## config.mk

```make
export PLATFORM = sky130hd
export DESIGN_NAME = uart_flow_ctl
export DESIGN_NICKNAME = d
export VERILOG_FILES = /design/src/rtl/fc_pkg.sv /design/src/rtl/fc_cts_sync.sv /design/src/rtl/fc_rx_ctrl.sv /design/src/rtl/fc_tx.sv /design/src/rtl/fc_break_det.sv /design/src/rtl/uart_flow_ctl.sv
export SDC_FILE = /design/constraint.sdc
export NUM_CORES = 1
export LEC_CHECK = 0
export BUFFER_PORTS_ARGS = -buffer_cell sky130_fd_sc_hd__buf_4
export CAP_MARGIN = 20
export CORE_UTILIZATION = 40
export DETAILED_ROUTE_END_ITERATION = 7
export GPL_TIMING_DRIVEN = 0
export MAX_ROUTING_LAYER = met4
export SYNTH_ARGS = -nofsm -noshare
export SYNTH_HDL_FRONTEND = slang
export SYNTH_SLANG_ARGS = --single-unit
```

## constraint.sdc

```tcl
create_clock -name clk -period 1.4 [get_ports clk]
set_clock_uncertainty 0.05 [all_clocks]
set_input_delay 0.21 -clock clk [delete_from_list [all_inputs] [get_ports clk]]
set_output_delay 0.21 -clock clk [all_outputs]
set_load 0.005 [all_outputs]
```

## src/rtl/fc_pkg.sv

```systemverilog
package fc_pkg;
  localparam int MODE_W = 4;
  localparam logic [MODE_W-1:0] MODE_HANDSHAKE = 4'h2;
  typedef enum logic {TX_IDLE, TX_SHIFT} tx_state_t;
endpackage

```

## src/rtl/fc_cts_sync.sv

```systemverilog
module fc_cts_sync #(
  parameter int STAGES = 2
) (
  input  logic clk,
  input  logic rst,
  input  logic cts_in,
  input  logic clr,
  input  logic irq_en,
  output logic cts_s,
  output logic chg,
  output logic irq
);
  logic [STAGES-1:0] sr;
  logic cts_d;
  logic edge_seen;

  always_ff @(posedge clk) begin
    if (rst) sr <= '0;
    else     sr <= {sr[STAGES-2:0], cts_in};
  end

  assign cts_s     = sr[STAGES-1];
  assign edge_seen = cts_s ^ cts_d;

  always_ff @(posedge clk) begin
    if (rst) begin
      cts_d <= 1'b0;
      chg   <= 1'b0;
      irq   <= 1'b0;
    end else begin
      cts_d <= cts_s;
      if (edge_seen)  chg <= 1'b1;
      else if (clr)   chg <= 1'b0;
      irq <= chg & irq_en;
    end
  end

  // a change on the synchronized line leaves the flag set
  a_r8_edge_sets: assert property (@(posedge clk) disable iff (rst)
    (cts_s != cts_d) |=> chg);
  // flag holds until cleared
  a_r8_sticky: assert property (@(posedge clk) disable iff (rst)
    (chg && !clr) |=> chg);
endmodule

```

## src/rtl/fc_rx_ctrl.sv

```systemverilog
module fc_rx_ctrl (
  input  logic clk,
  input  logic rst,
  input  logic hs,
  input  logic en_stb,
  input  logic dis_stb,
  input  logic full_stb,
  input  logic full_clr,
  output logic rts
);
  logic rx_en;
  logic buf_full;

  always_ff @(posedge clk) begin
    if (rst) begin
      rx_en    <= 1'b0;
      buf_full <= 1'b0;
      rts      <= 1'b0;
    end else begin
      if (dis_stb)     rx_en <= 1'b0;
      else if (en_stb) rx_en <= 1'b1;
      if (full_stb)      buf_full <= 1'b1;
      else if (full_clr) buf_full <= 1'b0;
      rts <= hs & (~rx_en | buf_full);
    end
  end

  a_r1_rts_low_normal: assert property (@(posedge clk) disable iff (rst)
    !hs |=> !rts);
  a_r2_rts_rx_off: assert property (@(posedge clk) disable iff (rst)
    (hs && !rx_en) |=> rts);
  a_r3_rts_full: assert property (@(posedge clk) disable iff (rst)
    (hs && buf_full) |=> rts);
  a_r5_dis_priority: assert property (@(posedge clk) disable iff (rst)
    (en_stb && dis_stb) |=> !rx_en);
endmodule

```

## src/rtl/fc_tx.sv

```systemverilog
module fc_tx
  import fc_pkg::*;
#(
  parameter int DATA_W = 8,
  parameter int OVS    = 16
) (
  input  logic              clk,
  input  logic              rst,
  input  logic              tick,
  input  logic              hs,
  input  logic              cts_s,
  input  logic              wr,
  input  logic [DATA_W-1:0] wdata,
  output logic              txd,
  output logic              pending
);
  localparam int FRAME = DATA_W + 2;
  localparam int BC_W  = $clog2(FRAME);
  localparam int OS_W  = $clog2(OVS);

  tx_state_t         state;
  logic [DATA_W-1:0] hold;
  logic [FRAME-1:0]  shreg;
  logic [BC_W-1:0]   bit_cnt;
  logic [OS_W-1:0]   os_cnt;
  logic              blocked;
  logic              launch;

  assign blocked = hs & cts_s;
  assign launch  = tick && (state == TX_IDLE) && pending && !blocked;

  always_ff @(posedge clk) begin
    if (rst) begin
      state   <= TX_IDLE;
      hold    <= '0;
      pending <= 1'b0;
      shreg   <= '1;
      bit_cnt <= '0;
      os_cnt  <= '0;
      txd     <= 1'b1;
    end else begin
      if (wr && !pending) begin
        hold    <= wdata;
        pending <= 1'b1;
      end
      if (launch) begin
        shreg   <= {1'b1, hold, 1'b0};
        pending <= 1'b0;
        state   <= TX_SHIFT;
        bit_cnt <= '0;
        os_cnt  <= '0;
        txd     <= 1'b0;
      end else if (tick && state == TX_SHIFT) begin
        if (os_cnt == OS_W'(OVS-1)) begin
          os_cnt <= '0;
          if (bit_cnt == BC_W'(FRAME-1)) begin
            state <= TX_IDLE;
            txd   <= 1'b1;
          end else begin
            bit_cnt <= bit_cnt + 1'b1;
            shreg   <= {1'b1, shreg[FRAME-1:1]};
            txd     <= shreg[1];
          end
        end else begin
          os_cnt <= os_cnt + 1'b1;
        end
      end
    end
  end

  a_r6_hold_when_blocked: assert property (@(posedge clk) disable iff (rst)
    (state == TX_IDLE && pending && blocked) |=> (state == TX_IDLE && pending));
  a_r7_no_abort: assert property (@(posedge clk) disable iff (rst)
    (state == TX_SHIFT && bit_cnt != BC_W'(FRAME-1)) |=> state == TX_SHIFT);
  a_r7_idle_high: assert property (@(posedge clk) disable iff (rst)
    (state == TX_IDLE && $past(state) == TX_IDLE) |-> txd);
endmodule

```

## src/rtl/fc_break_det.sv

```systemverilog
module fc_break_det #(
  parameter int OVS         = 16,
  parameter int FRAME_BITS  = 10,
  parameter int END_SAMPLES = 2
) (
  input  logic clk,
  input  logic rst,
  input  logic tick,
  input  logic rxd,
  input  logic clr,
  output logic brk_stat
);
  localparam int BRK_SAMPLES = OVS * FRAME_BITS;
  localparam int LO_W = $clog2(BRK_SAMPLES + 1);
  localparam int HI_W = $clog2(END_SAMPLES + 1);

  logic [1:0]      rx_sync;
  logic            rx_s;
  logic            in_brk;
  logic [LO_W-1:0] lo_cnt;
  logic [HI_W-1:0] hi_cnt;
  logic            set_ev;

  assign rx_s = rx_sync[1];

  always_ff @(posedge clk) begin
    if (rst) begin
      rx_sync <= 2'b11;
      in_brk  <= 1'b0;
      lo_cnt  <= '0;
      hi_cnt  <= '0;
      set_ev  <= 1'b0;
    end else begin
      rx_sync <= {rx_sync[0], rxd};
      set_ev  <= 1'b0;
      if (tick) begin
        if (!in_brk) begin
          if (!rx_s) begin
            if (lo_cnt == LO_W'(BRK_SAMPLES - 1)) begin
              in_brk <= 1'b1;
              set_ev <= 1'b1;
              lo_cnt <= '0;
            end else begin
              lo_cnt <= lo_cnt + 1'b1;
            end
          end else begin
            lo_cnt <= '0;
          end
          hi_cnt <= '0;
        end else begin
          if (rx_s) begin
            if (hi_cnt == HI_W'(END_SAMPLES - 1)) begin
              in_brk <= 1'b0;
              set_ev <= 1'b1;
              hi_cnt <= '0;
            end else begin
              hi_cnt <= hi_cnt + 1'b1;
            end
          end else begin
            hi_cnt <= '0;
          end
        end
      end
    end
  end

  always_ff @(posedge clk) begin
    if (rst)         brk_stat <= 1'b0;
    else if (set_ev) brk_stat <= 1'b1;
    else if (clr)    brk_stat <= 1'b0;
  end

  a_r10_low_keeps_break: assert property (@(posedge clk) disable iff (rst)
    (in_brk && tick && !rx_s) |=> in_brk);
  a_r9_set_flags: assert property (@(posedge clk) disable iff (rst)
    set_ev |=> brk_stat);
endmodule

```

## src/rtl/uart_flow_ctl.sv

```systemverilog
module uart_flow_ctl
  import fc_pkg::*;
#(
  parameter int DATA_W      = 8,
  parameter int OVS         = 16,
  parameter int SYNC_STAGES = 2,
  parameter int END_SAMPLES = 2
) (
  input  logic              clk,
  input  logic              rst,
  input  logic              mode_wr,
  input  logic [MODE_W-1:0] mode_wdata,
  input  logic              rx_en_stb,
  input  logic              rx_dis_stb,
  input  logic              buf_full_stb,
  input  logic              buf_full_clr,
  input  logic              rst_stat_stb,
  input  logic              cts_irq_en,
  input  logic              cts_in,
  input  logic              rxd,
  input  logic              tick16,
  input  logic              tx_wr,
  input  logic [DATA_W-1:0] tx_wdata,
  output logic              rts,
  output logic              txd,
  output logic              tx_pending,
  output logic              cts_chg,
  output logic              cts_irq,
  output logic              brk_stat
);
  localparam int FRAME_BITS = DATA_W + 2;

  logic [MODE_W-1:0] mode_q;
  logic              hs;
  logic              cts_s;

  always_ff @(posedge clk) begin
    if (rst)          mode_q <= '0;
    else if (mode_wr) mode_q <= mode_wdata;
  end

  assign hs = (mode_q == MODE_HANDSHAKE);

  fc_cts_sync #(.STAGES(SYNC_STAGES)) u_cts (
    .clk(clk), .rst(rst), .cts_in(cts_in), .clr(rst_stat_stb),
    .irq_en(cts_irq_en), .cts_s(cts_s), .chg(cts_chg), .irq(cts_irq)
  );

  fc_rx_ctrl u_rx (
    .clk(clk), .rst(rst), .hs(hs), .en_stb(rx_en_stb), .dis_stb(rx_dis_stb),
    .full_stb(buf_full_stb), .full_clr(buf_full_clr), .rts(rts)
  );

  fc_tx #(.DATA_W(DATA_W), .OVS(OVS)) u_tx (
    .clk(clk), .rst(rst), .tick(tick16), .hs(hs), .cts_s(cts_s),
    .wr(tx_wr), .wdata(tx_wdata), .txd(txd), .pending(tx_pending)
  );

  fc_break_det #(.OVS(OVS), .FRAME_BITS(FRAME_BITS), .END_SAMPLES(END_SAMPLES)) u_brk (
    .clk(clk), .rst(rst), .tick(tick16), .rxd(rxd), .clr(rst_stat_stb),
    .brk_stat(brk_stat)
  );

  a_r11_reset_quiet: assert property (@(posedge clk)
    $past(rst) |-> (!rts && txd && !tx_pending && !cts_chg && !brk_stat));
endmodule

```

==> results.yml <==
cts:
  clk_latency_ns: 0.31
  cts_sinks: 54
  clk_pin_slew_ns: 0.10
  clockBufferDepth: 2
  cts_tree: "yes"
  h-tree-depth: 2
  cts-buffers-inserted: 5
  root_buffer: "clkbuf_8"
route:
  wire_per_inst_um: 11.47
  drc: 0
  dr.first_iter.drc_count: 68
  antenna_left: 0
  vias: 1724
  via_per_inst: 4.749
  finalWirelength_um: 4164
  drtPass1Iterations: 4
placed_design:
  placed_area_mm2: 0.002510
  port_buffers: 29
  dp_hpwl_um: 2827
  place_congestion: 0.7627
cells_and_area:
  nets: 321
  drive_above_1_share: 0.2901
  design_area_mm2: 0.002800
  syn2layout_area_growth_pct: 27.52
  multi_input_area_mm2: 0.001071
  seqCellArea_mm2: 0.001092
  final_core_util: 0.5380
  n_antenna_cell: 0
  fill_cells: 494
status:
  status: "complete, but fails checks"
  violations: "negative setup slack"
synthesis:
  synth_area_leaders: "dfxtp_1, nor2_1, nand2_1"
  ys_ff_latch: 54
  synthDistinctLibCells: 40
  syn_avg_cell_area_um2: 8.963
  synth_area_mm2: 0.002196
  yosysTopAreaCell: "dfxtp_1"
  yosysSeqAreaShare: 0.4923
  synth-async-reset-ratio: 0
  ys_warn_count: 0
  synth_edf_count: 0
  synthFlopType: "dfxtp_1"
  synth_nets: 274
  yosysTopAreaCellShare: 0.4923
  syn_inst: 245
setup_path:
  cp-startpoint: "mode_q[0]$_SDFFE_PP0P_"
  cp_top_family: "simple AND/OR/NAND/NOR gates"
  r2r-start: "mode_q[0]$_SDFFE_PP0P_"
  cp_slowest_cell: "dfxtp_2"
  critPathBufInv: 1
  worstSetupPathType: "reg -> reg"
  worstPathMaxFanout: 9
  cp-start-kind: "flip-flop"
  cp.arrival_ns: 1.65
  cp-end-kind: "flip-flop"
  cp_slowest_stage_delay_ns: 0.35
  crit_chain: "nor4b_4, a211oi_4, or2_1, buf_6, a211oi_2"
  required_ns: 1.58
floorplanning:
  die-area_mm2: 0.005790
  die_y_um: 76.09
  io_pins: 31
  design.core.area_mm2: 0.005205
  fp.dieW_um: 76.09
  start_util: 0.4219
  fp-row-count: 26
timing:
  setup_slack_ns: -0.06763
  min_period_over_period: 1.048
  rsz0062_at_grt: "true"
  worst_pin_slew_ns: 0.5511
  slew_headroom: 0.6326
  setup_viol: 13
  min_period_ns: 1.468
  max_freq_ghz: 0.6814
  final-hold-violation-count: 0
  whs_ns: 0.03492
  fin_setup_tns_ns: -0.2154
  drv_slew: 0
global_route:
  grt_pass1_vias: 1523
  grt_overflow: 0
  grt_max_degree: 19
  grt_pass1_wl_um: 7038
  met2_usage: 0.2336
  antenna_found_initial: 0
  grt_use_total: 0.1553
  grt_use_met1: 0.1990
  met3_usage: 0.03952
  busiest_layer: "met2"
run:
  cap_violations: 0
pwr:
  peakVddDrop_uv: 607.9
  pwr_density_cell_mw_per_mm2: 1066
  p_leak_uw: 0.001139
min_path:
  min-delay-start: "rxd"
  hp-class: "in -> reg"
cell usage after synthesis, types with 3 or more instances:
library cell	count
dfxtp_1	54
xor2_1	9
nor2b_1	6
nand4_1	4
clkbuf_1	5
nand2_1	27
nor2_1	42
ha_1	4
a21oi_1	19
mux2i_1	4
inv_1	13
nor3_1	3
or2_2	3
xnor2_1	3
nand3_1	4
a32oi_1	7
and3_1	3
cell usage in the layout (no fill, tap or decap), types with 5 or more instances in the layout:
master,synthesis,final
inv_1,13,13
nand2_1,27,26
a32oi_1,7,7
xor2_1,9,9
dfxtp_1,54,45
buf_4,1,41
a21oi_1,19,18
nor2b_1,6,6
dfxtp_2,0,9
nor2_1,42,41
clkbuf_8,0,5
flip-flops by register name, indices dropped and copies added, names as in the netlist:
name,count
u_rx.rts,1
u_brk.in_brk,1
u_tx.os_cnt,4
u_rx.rx_en,1
u_brk.hi_cnt,2
mode_q,4
u_cts.irq,1
u_tx.shreg,8
u_brk.rx_sync,2
u_rx.buf_full,1
u_brk.brk_stat,1
u_tx.pending,1
u_cts.chg,1
u_tx.state,1
u_tx.hold,8
u_brk.lo_cnt,8
u_brk.set_ev,1
u_cts.cts_d,1
u_tx.txd,1
u_tx.bit_cnt,4
u_cts.sr,2
cells by family (layout without fill, tap and decap cells):
| family | Yosys count | after routing | synth area share |
|---|---|---|---|
| and+or+nand+nor | 112 | 112 | 0.2558 |
| DFF | 54 | 54 | 0.4923 |
| AOI/OAI and AO/OA | 34 | 34 | 0.1020 |
| buffers and inverters | 24 | 72 | 0.05584 |
| xor gates and xnor gates | 12 | 12 | 0.04787 |
| muxes | 5 | 5 | 0.02336 |
| adders and majority gates | 4 | 4 | 0.02279 |
worst register-to-register path, cell delays in order (launching register included):
cell and delay [ns]:
dfxtp_2 0.35, nor4b_4 0.35, a211oi_4 0.13, or2_1 0.23, buf_6 0.15, a211oi_2 0.13
through the flow:
stage          total power, µW  cells  setup WS [ns]
2_1_floorplan             1800    245       0.007574
3_3_place_gp              1899    344        -0.1570
3_5_place_dp              1906    344        -0.1744
4_1_cts                   3005    360       -0.05889
5_1_grt                   3122    363        -0.1363
6_report                  2984    363       -0.06763
worst paths after layout:
check / to / slack, ns / cells after the start
worst max register to register: u_tx.bit_cnt[1]$_SDFFE_PP0P_ / -0.07 / 5
worst min register to register: u_brk.rx_sync[1]$_SDFF_PP1_ / 0.37 / 1
worst max-delay path: u_tx.bit_cnt[1]$_SDFFE_PP0P_ / -0.07 / 5
worst min-delay path: u_brk.rx_sync[0]$_SDFF_PP1_ / 0.03 / 2
where the power goes:
group	leakage (µW)	internal, µW	switching (µW)
clock	0.0000563	545	540
combinational	0.000637	140	126
sequential	0.000445	1600	35.6
layer usage:
metal	up-vias	share of wire	wire (µm)
met3	7	0.031	128
li1	907	-	-
met5	-	0	0
met4	0	0.015	61
met2	31	0.46	1932
met1	779	0.49	2041
final cells by class:
type,count,share of cell area
Buffer,10,0.02592
Clock buffer,5,0.02458
Clock inverter,3,0.01743
Inverter,13,0.01743
Multi-Input combinational cell,167,0.3825
Sequential cell,54,0.3901
Tap cell,70,0.03128
Timing Repair Buffer,41,0.1108
timing repair:
| action | CTS | global route |
|---|---|---|
| gates cloned | 0 | 0 |
| setup buffers | 8 | 3 |
| endpoints found under the setup margin | 21 | 26 |
| resized for setup | 12 | 13 |
| hold buffers | 1 | 0 |
| hold endpoints to repair | 1 | 0 |
| pin swaps | 5 | 5 |
Power figures use the tool's default switching activity.
